### src/rtl/syncser_tx_pkg.sv
`timescale 1ns/1ps
package syncser_tx_pkg;

    typedef enum logic [1:0] {
        ST_IDLE  = 2'd0,
        ST_SHIFT = 2'd1,
        ST_LAST  = 2'd2
    } tx_state_t;

    // threshold code decode: 0->0, 1->2, 2->4, 3->8 bytes
    function automatic int unsigned trig_level(input logic [1:0] code);
        int unsigned lvl;
        unique case (code)
            2'd0:    lvl = 0;
            2'd1:    lvl = 2;
            2'd2:    lvl = 4;
            default: lvl = 8;
        endcase
        return lvl;
    endfunction

endpackage

### src/rtl/syncser_tx_fifo.sv
`timescale 1ns/1ps
module syncser_tx_fifo #(
    parameter int DEPTH  = 16,
    parameter int DATA_W = 8
) (
    input  logic                        clk,
    input  logic                        rst_n,
    input  logic                        wr_en,
    input  logic [DATA_W-1:0]           wr_data,
    input  logic                        rd_en,
    output logic [DATA_W-1:0]           rd_data,
    output logic [$clog2(DEPTH+1)-1:0]  count,
    output logic                        wr_acc,
    output logic                        ovf
);
    localparam int AW = $clog2(DEPTH);
    localparam int CW = $clog2(DEPTH+1);

    logic [DATA_W-1:0] mem [DEPTH];
    logic [AW-1:0]     wp, rp;
    logic              full, rd_acc;

    assign full    = (count == CW'(DEPTH));
    assign wr_acc  = wr_en && !full;
    assign rd_acc  = rd_en && (count != '0);
    assign rd_data = mem[rp];

    always_ff @(posedge clk) begin
        if (wr_acc) mem[wp] <= wr_data;
    end

    always_ff @(posedge clk) begin
        if (!rst_n) begin
            wp    <= '0;
            rp    <= '0;
            count <= '0;
            ovf   <= 1'b0;
        end else begin
            if (wr_acc) wp <= wp + 1'b1;
            if (rd_acc) rp <= rp + 1'b1;
            unique case ({wr_acc, rd_acc})
                2'b10:   count <= count + 1'b1;
                2'b01:   count <= count - 1'b1;
                default: count <= count;
            endcase
            if (wr_en && full) ovf <= 1'b1;
        end
    end

    assert_full_write_dropped_R1: assert property (@(posedge clk) disable iff (!rst_n)
        (wr_en && full && !rd_en) |=> (count == CW'(DEPTH)));
    assert_ovf_sticky_R1: assert property (@(posedge clk) disable iff (!rst_n)
        ovf |=> ovf);
    assert_count_bound_R1: assert property (@(posedge clk) disable iff (!rst_n)
        count <= CW'(DEPTH));

endmodule

### src/rtl/syncser_tx_tick.sv
`timescale 1ns/1ps
module syncser_tx_tick #(
    parameter int HALF = 2
) (
    input  logic clk,
    input  logic rst_n,
    input  logic run,
    input  logic ext_mode,
    input  logic sclk_in,
    output logic fall_evt,
    output logic rise_evt,
    output logic sclk_out
);
    localparam int CW = $clog2(HALF+1);

    logic [CW-1:0] cnt;
    logic          sclk_q;
    logic          s1, s2, s3;
    logic          int_evt;

    // two-flop synchronizer plus one history flop for edge detection
    always_ff @(posedge clk) begin
        if (!rst_n) begin
            s1 <= 1'b1;
            s2 <= 1'b1;
            s3 <= 1'b1;
        end else begin
            s1 <= sclk_in;
            s2 <= s1;
            s3 <= s2;
        end
    end

    // internal half-period divider, clock rests high when not running
    always_ff @(posedge clk) begin
        if (!rst_n || !run || ext_mode) begin
            cnt    <= '0;
            sclk_q <= 1'b1;
        end else if (cnt == CW'(HALF-1)) begin
            cnt    <= '0;
            sclk_q <= ~sclk_q;
        end else begin
            cnt    <= cnt + 1'b1;
        end
    end

    assign int_evt  = run && !ext_mode && (cnt == CW'(HALF-1));
    assign fall_evt = ext_mode ? (s3 & ~s2) : (int_evt & sclk_q);
    assign rise_evt = ext_mode ? (~s3 & s2) : (int_evt & ~sclk_q);
    assign sclk_out = sclk_q;

    assert_ext_clock_parked_R4: assert property (@(posedge clk) disable iff (!rst_n)
        (ext_mode && $past(ext_mode)) |-> sclk_out);

endmodule

### src/rtl/syncser_tx.sv
`timescale 1ns/1ps
module syncser_tx
    import syncser_tx_pkg::*;
#(
    parameter int DEPTH  = 16,
    parameter int DATA_W = 8,
    parameter int HALF   = 2
) (
    input  logic              clk,
    input  logic              rst_n,
    input  logic              ext_mode,
    input  logic [1:0]        trig_sel,
    input  logic              tie,
    input  logic              wr_en,
    input  logic [DATA_W-1:0] wr_data,
    input  logic              empty_clr,
    input  logic              sclk_in,
    output logic              sclk_out,
    output logic              txd,
    output logic              empty_flag,
    output logic              tend,
    output logic              irq,
    output logic              ovf
);
    localparam int CW = $clog2(DEPTH+1);
    localparam int BW = $clog2(DATA_W);
    localparam logic [BW-1:0] LAST_BIT = BW'(DATA_W-1);

    tx_state_t         state, state_nx;
    logic [CW-1:0]     fifo_cnt;
    logic [DATA_W-1:0] head, shreg;
    logic [BW-1:0]     bitcnt;
    logic              wr_acc, pop, have_data, fall_evt, rise_evt, msb_fall;

    assign have_data = (fifo_cnt != '0);
    assign msb_fall  = (state == ST_SHIFT) && fall_evt && (bitcnt == LAST_BIT);
    assign pop       = ((state == ST_IDLE) && have_data) || (msb_fall && have_data);

    syncser_tx_fifo #(.DEPTH(DEPTH), .DATA_W(DATA_W)) u_fifo (
        .clk(clk), .rst_n(rst_n), .wr_en(wr_en), .wr_data(wr_data),
        .rd_en(pop), .rd_data(head), .count(fifo_cnt), .wr_acc(wr_acc), .ovf(ovf)
    );

    syncser_tx_tick #(.HALF(HALF)) u_tick (
        .clk(clk), .rst_n(rst_n), .run(state != ST_IDLE), .ext_mode(ext_mode),
        .sclk_in(sclk_in), .fall_evt(fall_evt), .rise_evt(rise_evt), .sclk_out(sclk_out)
    );

    // next-state logic
    always_comb begin
        state_nx = state;
        unique case (state)
            ST_IDLE:  if (have_data) state_nx = ST_SHIFT;
            ST_SHIFT: if (msb_fall && !have_data) state_nx = ST_LAST;
            ST_LAST:  if (rise_evt) state_nx = ST_IDLE;
            default:  state_nx = ST_IDLE;
        endcase
    end

    // state register
    always_ff @(posedge clk) begin
        if (!rst_n) state <= ST_IDLE;
        else        state <= state_nx;
    end

    // datapath and outputs
    always_ff @(posedge clk) begin
        if (!rst_n) begin
            shreg  <= '0;
            bitcnt <= '0;
            txd    <= 1'b1;
        end else begin
            unique case (state)
                ST_IDLE: begin
                    if (have_data) begin
                        shreg  <= head;
                        bitcnt <= '0;
                    end
                end
                ST_SHIFT: begin
                    if (fall_evt) begin
                        txd <= shreg[0];
                        if (msb_fall && have_data) shreg <= head;
                        else                       shreg <= shreg >> 1;
                    end else if (rise_evt) begin
                        bitcnt <= bitcnt + 1'b1;
                    end
                end
                default: ;
            endcase
        end
    end

    // status flags
    always_ff @(posedge clk) begin
        if (!rst_n) begin
            tend       <= 1'b1;
            empty_flag <= 1'b1;
        end else begin
            if (wr_acc)                      tend <= 1'b0;
            else if (msb_fall && !have_data) tend <= 1'b1;
            if (int'(fifo_cnt) <= trig_level(trig_sel)) empty_flag <= 1'b1;
            else if (empty_clr)                          empty_flag <= 1'b0;
        end
    end

    assign irq = empty_flag & tie;

    assert_idle_clock_high_R4: assert property (@(posedge clk) disable iff (!rst_n)
        (state == ST_IDLE) |-> sclk_out);
    assert_tend_cleared_by_write_R7: assert property (@(posedge clk) disable iff (!rst_n)
        wr_acc |=> !tend);
    assert_txd_moves_on_fall_R3: assert property (@(posedge clk) disable iff (!rst_n)
        (!ext_mode && !$fell(sclk_out)) |-> $stable(txd));
    assert_flag_drop_needs_clear_R8: assert property (@(posedge clk) disable iff (!rst_n)
        $fell(empty_flag) |-> $past(empty_clr));
    assert_chain_keeps_shifting_R6: assert property (@(posedge clk) disable iff (!rst_n)
        (msb_fall && have_data) |=> (state == ST_SHIFT));

endmodule

### config.mk
export PLATFORM = sky130hd
export DESIGN_NAME = syncser_tx
export DESIGN_NICKNAME = d
export VERILOG_FILES = /design/src/rtl/syncser_tx_pkg.sv /design/src/rtl/syncser_tx_fifo.sv /design/src/rtl/syncser_tx_tick.sv /design/src/rtl/syncser_tx.sv
export SDC_FILE = /design/constraint.sdc
export NUM_CORES = 1
export LEC_CHECK = 0
export BUFFER_PORTS_ARGS = -buffer_cell sky130_fd_sc_hd__buf_2
export CORE_MARGIN = 2
export CORE_UTILIZATION = 55
export CTS_CLUSTER_SIZE = 12
export DETAILED_ROUTE_END_ITERATION = 10
export PLACE_DENSITY = 0.72
export SLEW_MARGIN = 40
export SYNTH_ARGS = -nofsm -noshare
export SYNTH_HDL_FRONTEND = slang
export SYNTH_HIERARCHICAL = 1
export SYNTH_SLANG_ARGS = --single-unit
### constraint.sdc
create_clock -name clk -period 3.4 [get_ports clk]
set_input_delay 0.51 -clock clk [delete_from_list [all_inputs] [get_ports clk]]
set_output_delay 0.51 -clock clk [all_outputs]
set_load 0.01 [all_outputs]
## Word level (Yosys, flattened, before mapping)

Memories as Yosys holds them, arrays and structs flattened. A register that Yosys moved wholly into a read port is not among the register bits.
Index checks and enable logic that the tools add are counted.
W data, S select, Z words.

- Input port bits: 17
- Flip-flop bits (word level): 36
- Logic and storage cells: 101
- Bits in writable memories: 128
- Memories: 1

Memories:

| memory | depth | width | read ports | clocked after memory_dff | wr ports | RTL line | RTL |
|---|---|---|---|---|---|---|---|
| u_fifo.mem | 16 | 8 | 1 | 1 | 1 | syncser_tx_fifo.sv:19 | `logic [DATA_W-1:0] mem [DEPTH];` |

- Equal/unequal tests: 15
- Reduce and logical (&&, ||, !) cells: 31
- Multiplexer cells: 23
- Bitwise operators: 9
- Magnitude comparators: 1
- Add/subtract/negate cells: 6

Operator list:

| operator | count |
|---|---|
| $le A5 B32 Y1 | 1 |
| $mux W32 | 1 |
| $mux W8 | 3 |
| $pmux W8 S2 | 1 |
| $pmux W4 S3 | 1 |
| $logic_and A1 B1 Y1 | 10 |
| $ne A2 B2 Y1 const B | 5 |
| $pmux W5 S2 | 1 |
| $mux W3 | 3 |
| $add A4 B1 Y4 const B | 2 |
| $eq A2 B1 Y1 const B | 4 |
| $mux W4 | 2 |
| $reduce_bool A2 Y1 | 4 |
| $eq A2 B2 Y1 const B | 3 |
| $mux W1 | 6 |
| $mux W2 | 3 |
| $pmux W2 S3 | 1 |
| $pmux W3 S2 | 1 |
| $reduce_and A3 Y1 | 2 |
| $add A5 B1 Y5 const B | 1 |
| $and A1 B1 Y1 | 5 |
| $eq A5 B5 Y1 const B | 1 |
| $logic_not A1 Y1 | 5 |
| $reduce_bool A5 Y1 | 1 |
| 11 further kinds | 18 |

## Longest topological paths before layout

- Word-level depth: 12
- Depth in mapped cells: 14

## Cells and area by module

Netlist, hierarchy kept.

Modules (own cells, without submodules):

| module | area each (um^2) | cells each | seq. area each (um^2) | times used |
|---|---|---|---|---|
| syncser_tx_fifo | 5830.6 | 302 | 4204.0 | 1 |
| syncser_tx | 928.4 | 111 | 320.3 | 1 |
| syncser_tx_tick | 239.0 | 22 | 120.1 | 1 |

## Worst setup path before layout

No wires, ideal clock.

- Kind: register -> register
- From: register state[1]
- To: register u_fifo.count[4]
- Stages on the path, launching flop included: 15
- Data required time: 3282 ps
- Path buffers: 1
- Setup time: 118 ps
- Data arrival time: 3431 ps
- Setup slack: -149 ps
- Cells stage by stage: dfxtp_1 -> buf_2 -> or2_1 -> nand3_1 -> o22ai_1 -> nand2_1 -> a221oi_1 -> a21boi_1 -> ha_1 -> xor2_1 -> ha_1 -> nand3b_1 -> a21oi_1 -> or3_1 -> mux2i_1

- Word-level cells in the longest chain between the ends: 12
- Elaborated cells between the ends (all ways): 17

Ends and longest elaborated chain:

| item | RTL line | RTL |
|---|---|---|
| start: declaration | syncser_tx.sv:29 | `tx_state_t state, state_nx;` |
| start signal: assignment | syncser_tx.sv:63 | `else state <= state_nx;` |
| $reduce_bool A2 Y1 * | syncser_tx.sv:45 | `.clk(clk), .rst_n(rst_n), .run(state != ST_IDLE), .ext_mode(ext_mode),` |
| $logic_and A1 B1 Y1 * (2 in series) | syncser_tx_tick.sv:47 | `assign int_evt = run && !ext_mode && (cnt == CW'(HALF-1));` |
| $and A1 B1 Y1 * | syncser_tx_tick.sv:48 | `assign fall_evt = ext_mode ? (s3 & ~s2) : (int_evt & sclk_q);` |
| $mux W1 * | syncser_tx_tick.sv:48 |  |
| named net fall_evt | syncser_tx.sv:33 | `logic wr_acc, pop, have_data, fall_evt, rise_evt, msb_fall;` |
| $logic_and A1 B1 Y1 * (2 in series) | syncser_tx.sv:36 | `assign msb_fall = (state == ST_SHIFT) && fall_evt && (bitcnt == LAST_BIT);` |
| $logic_and A1 B1 Y1 * | syncser_tx.sv:37 | `assign pop = ((state == ST_IDLE) && have_data) \|\| (msb_fall && have_data);` |
| $logic_or A1 B1 Y1 * | syncser_tx.sv:37 |  |
| named net pop | syncser_tx.sv:33 |  |
| $logic_and A1 B1 Y1 * | syncser_tx_fifo.sv:25 | `assign rd_acc = rd_en && (count != '0);` |
| named net u_fifo.rd_acc | syncser_tx_fifo.sv:21 | `logic full, rd_acc;` |
| $eq A2 B1 Y1 or $eq A2 B2 Y1 (tied branches) | syncser_tx_fifo.sv:41 | `unique case ({wr_acc, rd_acc})` |
| $pmux W5 S2 or $reduce_bool A2 Y1 (tied branches) | n/a |  |
| end signal: assignment | syncser_tx_fifo.sv:42 | `2'b10: count <= count + 1'b1;` |
| end signal: assignment | syncser_tx_fifo.sv:43 | `2'b01: count <= count - 1'b1;` |
| end signal: assignment | syncser_tx_fifo.sv:44 | `default: count <= count;` |
| end: declaration | syncser_tx_fifo.sv:12 | `output logic [$clog2(DEPTH+1)-1:0] count,` |

Mark *: on every way through the listed nets, which the timed path passes. The rest lies on a longest branch.
A chain may end at the register's enable or synchronous reset.

## Final worst setup path

- From: register u_tick.cnt[0]
- To: register u_fifo.count[4]

- Word-level cells in the longest chain between the ends: 11
- Elaborated cells between the ends (all ways): 13

Ends and longest elaborated chain:

| item | RTL line | RTL |
|---|---|---|
| start: declaration | syncser_tx_tick.sv:16 | `logic [CW-1:0] cnt;` |
| start signal: assignment | syncser_tx_tick.sv:43 | `cnt <= cnt + 1'b1;` |
| $eq A2 B1 Y1 * | syncser_tx_tick.sv:47 |  |
| $logic_and A1 B1 Y1 * | syncser_tx_tick.sv:47 |  |
| $and A1 B1 Y1 * | syncser_tx_tick.sv:48 |  |
| $mux W1 * | syncser_tx_tick.sv:48 |  |
| named net fall_evt | syncser_tx.sv:33 |  |
| $logic_and A1 B1 Y1 * (2 in series) | syncser_tx.sv:36 |  |
| $logic_and A1 B1 Y1 * | syncser_tx.sv:37 |  |
| $logic_or A1 B1 Y1 * | syncser_tx.sv:37 |  |
| named net pop | syncser_tx.sv:33 |  |
| $logic_and A1 B1 Y1 * | syncser_tx_fifo.sv:25 |  |
| named net u_fifo.rd_acc | syncser_tx_fifo.sv:21 |  |
| $eq A2 B1 Y1 or $eq A2 B2 Y1 (tied branches) | syncser_tx_fifo.sv:41 |  |
| $pmux W5 S2 or $reduce_bool A2 Y1 (tied branches) | n/a |  |

Marked as above.

==> results.yml <==
clock_network:
  cts_tree: "yes"
  cts_buffer_depth: 2
  cts_root_buffer: "clkbuf_16"
  clkLatencyLatePin_ns: 0.43
  clkTransAtPathRegs_ns: 0.07
  cts_resized: 0
  post-cts-setup-buffer-count: 0
  hold_buffers: 0
  htreeDepth: 4
  cts.sinks: 168
  cts_buffers: 17
placed_design:
  preCtsSetupSlack_ns: 0.246
  dpl.hpwl_um: 8210
  routabilityCongestion: 0.789
  placed_area_sq_um: 7320
  io_buffers: 22
layout:
  drive_gt1_share_pct: 24.4
  post-route-util_pct: 63.5
  antennaDiodeCount: 0
  layout.nets: 497
  final_area_sq_um: 7950
  areaGrowthSynthToFinish_pct: 13.6
timing:
  slew_viol_final: 0
  fin_ws_ns: 0.224
  setup_viol: 0
  post-route-min-period_ns: 3.18
  fmax_mhz: 315
  finalCritPeriodShare_pct: 93.4
  rsz0062_at_grt: "false"
  tightest_slew_ns: 0.793
  hold_viol_final: 0
  finClkSkew_ns: 0.0162
  whs_ns: 0.265
  relSlewSlack_pct: 46.9
  fin_setup_tns_ns: 0
critical_path:
  worstPathMaxFanout: 8
  max_stage_delay_ns: 0.40
  crit_family: "adder cells"
  arrival_ns: 3.48
  critPathKind: "register to register"
  start_kind: "register"
  cp.required_ns: 3.71
  end_kind: "register"
  cp_slowest_cell: "or3_1"
  path_buf_inv: 0
  crit_chain: "ha_1, nand3_1, o22ai_1, nand2_1, a221oi_2, a21boi_2, ha_1, xor2_1, ha_1, nand3b_1, a21oi_1, or3_1, mux2i_1"
  r2r_setup_slack_ns: 0.22
  crit_path_frequent_cell: "ha_1"
global_route:
  grt_pass1_wl_um: 19800
  grt_max_degree: 42
  grt_use_total_pct: 20.1
  antenna_found_initial: 0
  grt_pass1_vias: 3746
  grt-ovfl-total: 0
synthesis:
  synth_ff_type: "edfxtp_1"
  yosys_warnings: 6
  ys_ff_latch: 168
  synth-edff-count: 128
  synth_area_sq_um: 7000
  seq_area_frac_synth_pct: 66.4
  synth-async-reset-ratio_pct: 0
  yosys.cell_types.count: 51
  synth.avg_cell_area_sq_um: 16.1
  syn-num-nets: 465
  syn_inst: 435
power_and_ir_drop:
  swShare_pct: 29.0
  p_int_uw: 4240
  net-switching-power_uw: 1730
  clockPowerShare_pct: 33.9
  combPwrFrac_pct: 24.6
  pwr_density_cell_nw_per_um2: 750
  irDropWorstVdd_mv: 0.511
  seq_power_share_pct: 41.5
  leakagePower_uw: 0.00264
floorplan:
  die_y_um: 117
  die_x_um: 117
  dieArea_sq_um: 13600
  core_sq_um: 12500
  start_util_pct: 55.9
  num_rows: 41
  pin_count: 23
routing:
  remaining_drc_errors: 0
  drt-wirelength-per-cell_um: 19.3
  viasPerCell: 5.76
  wl_um: 12600
  antenna_left: 0
  drt_iter0_drc: 292
  num_vias: 3756
  detail_route.first_pass.iterations: 4
job:
  maxCapViolCount: 0
status:
  status: "complete, no violations"
min_path:
  worstHoldPathType: "input pin to register"
layout make-up:
class,count,area (sq um)
flip-flops and latches,168,4650
fillers,922,4570
multi-input cells,236,2220
clock buffers,17,425
well taps,172,215
clock inverters,15,205
repair buffers,34,200
inverters,10,37.5
Yosys cell counts, types with 2 or more instances:
library cell	number	area [sq um]
nand3_1	11	55.1
nor2_1	17	63.8
a21oi_1	4	20.0
a21boi_1	4	30.0
buf_6	2	22.5
o21ai_0	13	65.1
edfxtp_1	128	3840
clkbuf_1	11	41.3
xnor2_1	7	61.3
o21ai_1	10	50.1
buf_1	2	7.51
ha_1	13	163
dfxtp_1	40	801
and2_1	17	106
nand4_1	3	18.8
xor2_1	3	26.3
buf_2	4	20.0
nor2b_1	10	62.6
nor3_1	10	50.1
nand2_1	18	67.6
nand2b_1	14	87.6
mux2i_1	5	50.1
nand3b_1	3	22.5
a31oi_1	11	68.8
inv_1	9	33.8
mux4_2	40	901
nor3b_1	2	15.0
sequential cells by signal (all words and copies together) (netlist names), named ones only:
name	flops
u_tick/s1	1
empty_flag	1
u_tick/s2	1
u_tick/cnt	2
u_fifo/ovf	1
u_fifo/mem	128
u_tick/s3	1
bitcnt	3
u_fifo/wp	4
u_fifo/rp	4
shreg	8
state	2
tend	1
txd	1
u_tick/sclk_out	1
u_fifo/count	5
cells by family (layout without fill, tap and decap cells):
logic type | Yosys count | after routing | synth area share, %
XOR/XNOR | 10 | 10 | 1.25
AND/OR/NAND/NOR | 114 | 114 | 9.35
flip-flops | 168 | 168 | 66.4
adder cells (fa/ha/maj) | 13 | 13 | 2.32
AO/OA/AOI/OAI | 54 | 54 | 5.10
multiplexers | 45 | 45 | 13.6
buffers and inverters | 31 | 76 | 2.02
final timing paths:
kind,from,to,depth (start not counted)
max,u_tick/cnt[0],u_fifo/count[4],13
min,sclk_in,u_tick/s1,2
max reg2reg,u_tick/cnt[0],u_fifo/count[4],13
min reg2reg,u_tick/s1,u_tick/s2,1
cells in the final DEF (no fill, tap or decap), types with 4 or more instances in the layout:
cell,count
mux4_2,40
mux2i_1,5
xnor2_1,7
edfxtp_1,128
nor2_1,17
buf_4,12
clkbuf_16,17
nand3_1,11
nand2b_1,14
o21ai_1,10
a31oi_1,11
nor3_1,10
nor2b_1,10
inv_1,9
inv_6,5
buf_2,22
dfxtp_1,39
and2_1,17
o21ai_0,13
nand2_1,18
a21oi_1,4
ha_1,13
routing by layer:
metal / track usage [%] / vias to the layer above / part of all wire, %
met5: 0 / - / 0
met4: 6.51 / 0 / 0.95
met3: 5.77 / 11 / 4.6
met2: 32.7 / 93 / 51
met1: 26.4 / 1905 / 43
li1: - / 1747 / -
stage by stage:
stage | instances | power (uW)
after floorplan | 435 | 3650
after global placement | 620 | 3930
after detailed placement | 620 | 3980
after CTS | 652 | 6010
after global routing | 652 | 6240
final | 652 | 5970
power groups by stage:
stage               logic (uW)  clock network, uW  registers (uW)
floorplan                 1170                  0            2480
global placement          1420                  0            2510
detailed placement        1460                  0            2520
CTS                       1480               2060            2480
global route              1610               2130            2500
finish                    1470               2020            2480
Power figures use the tool's default switching activity.
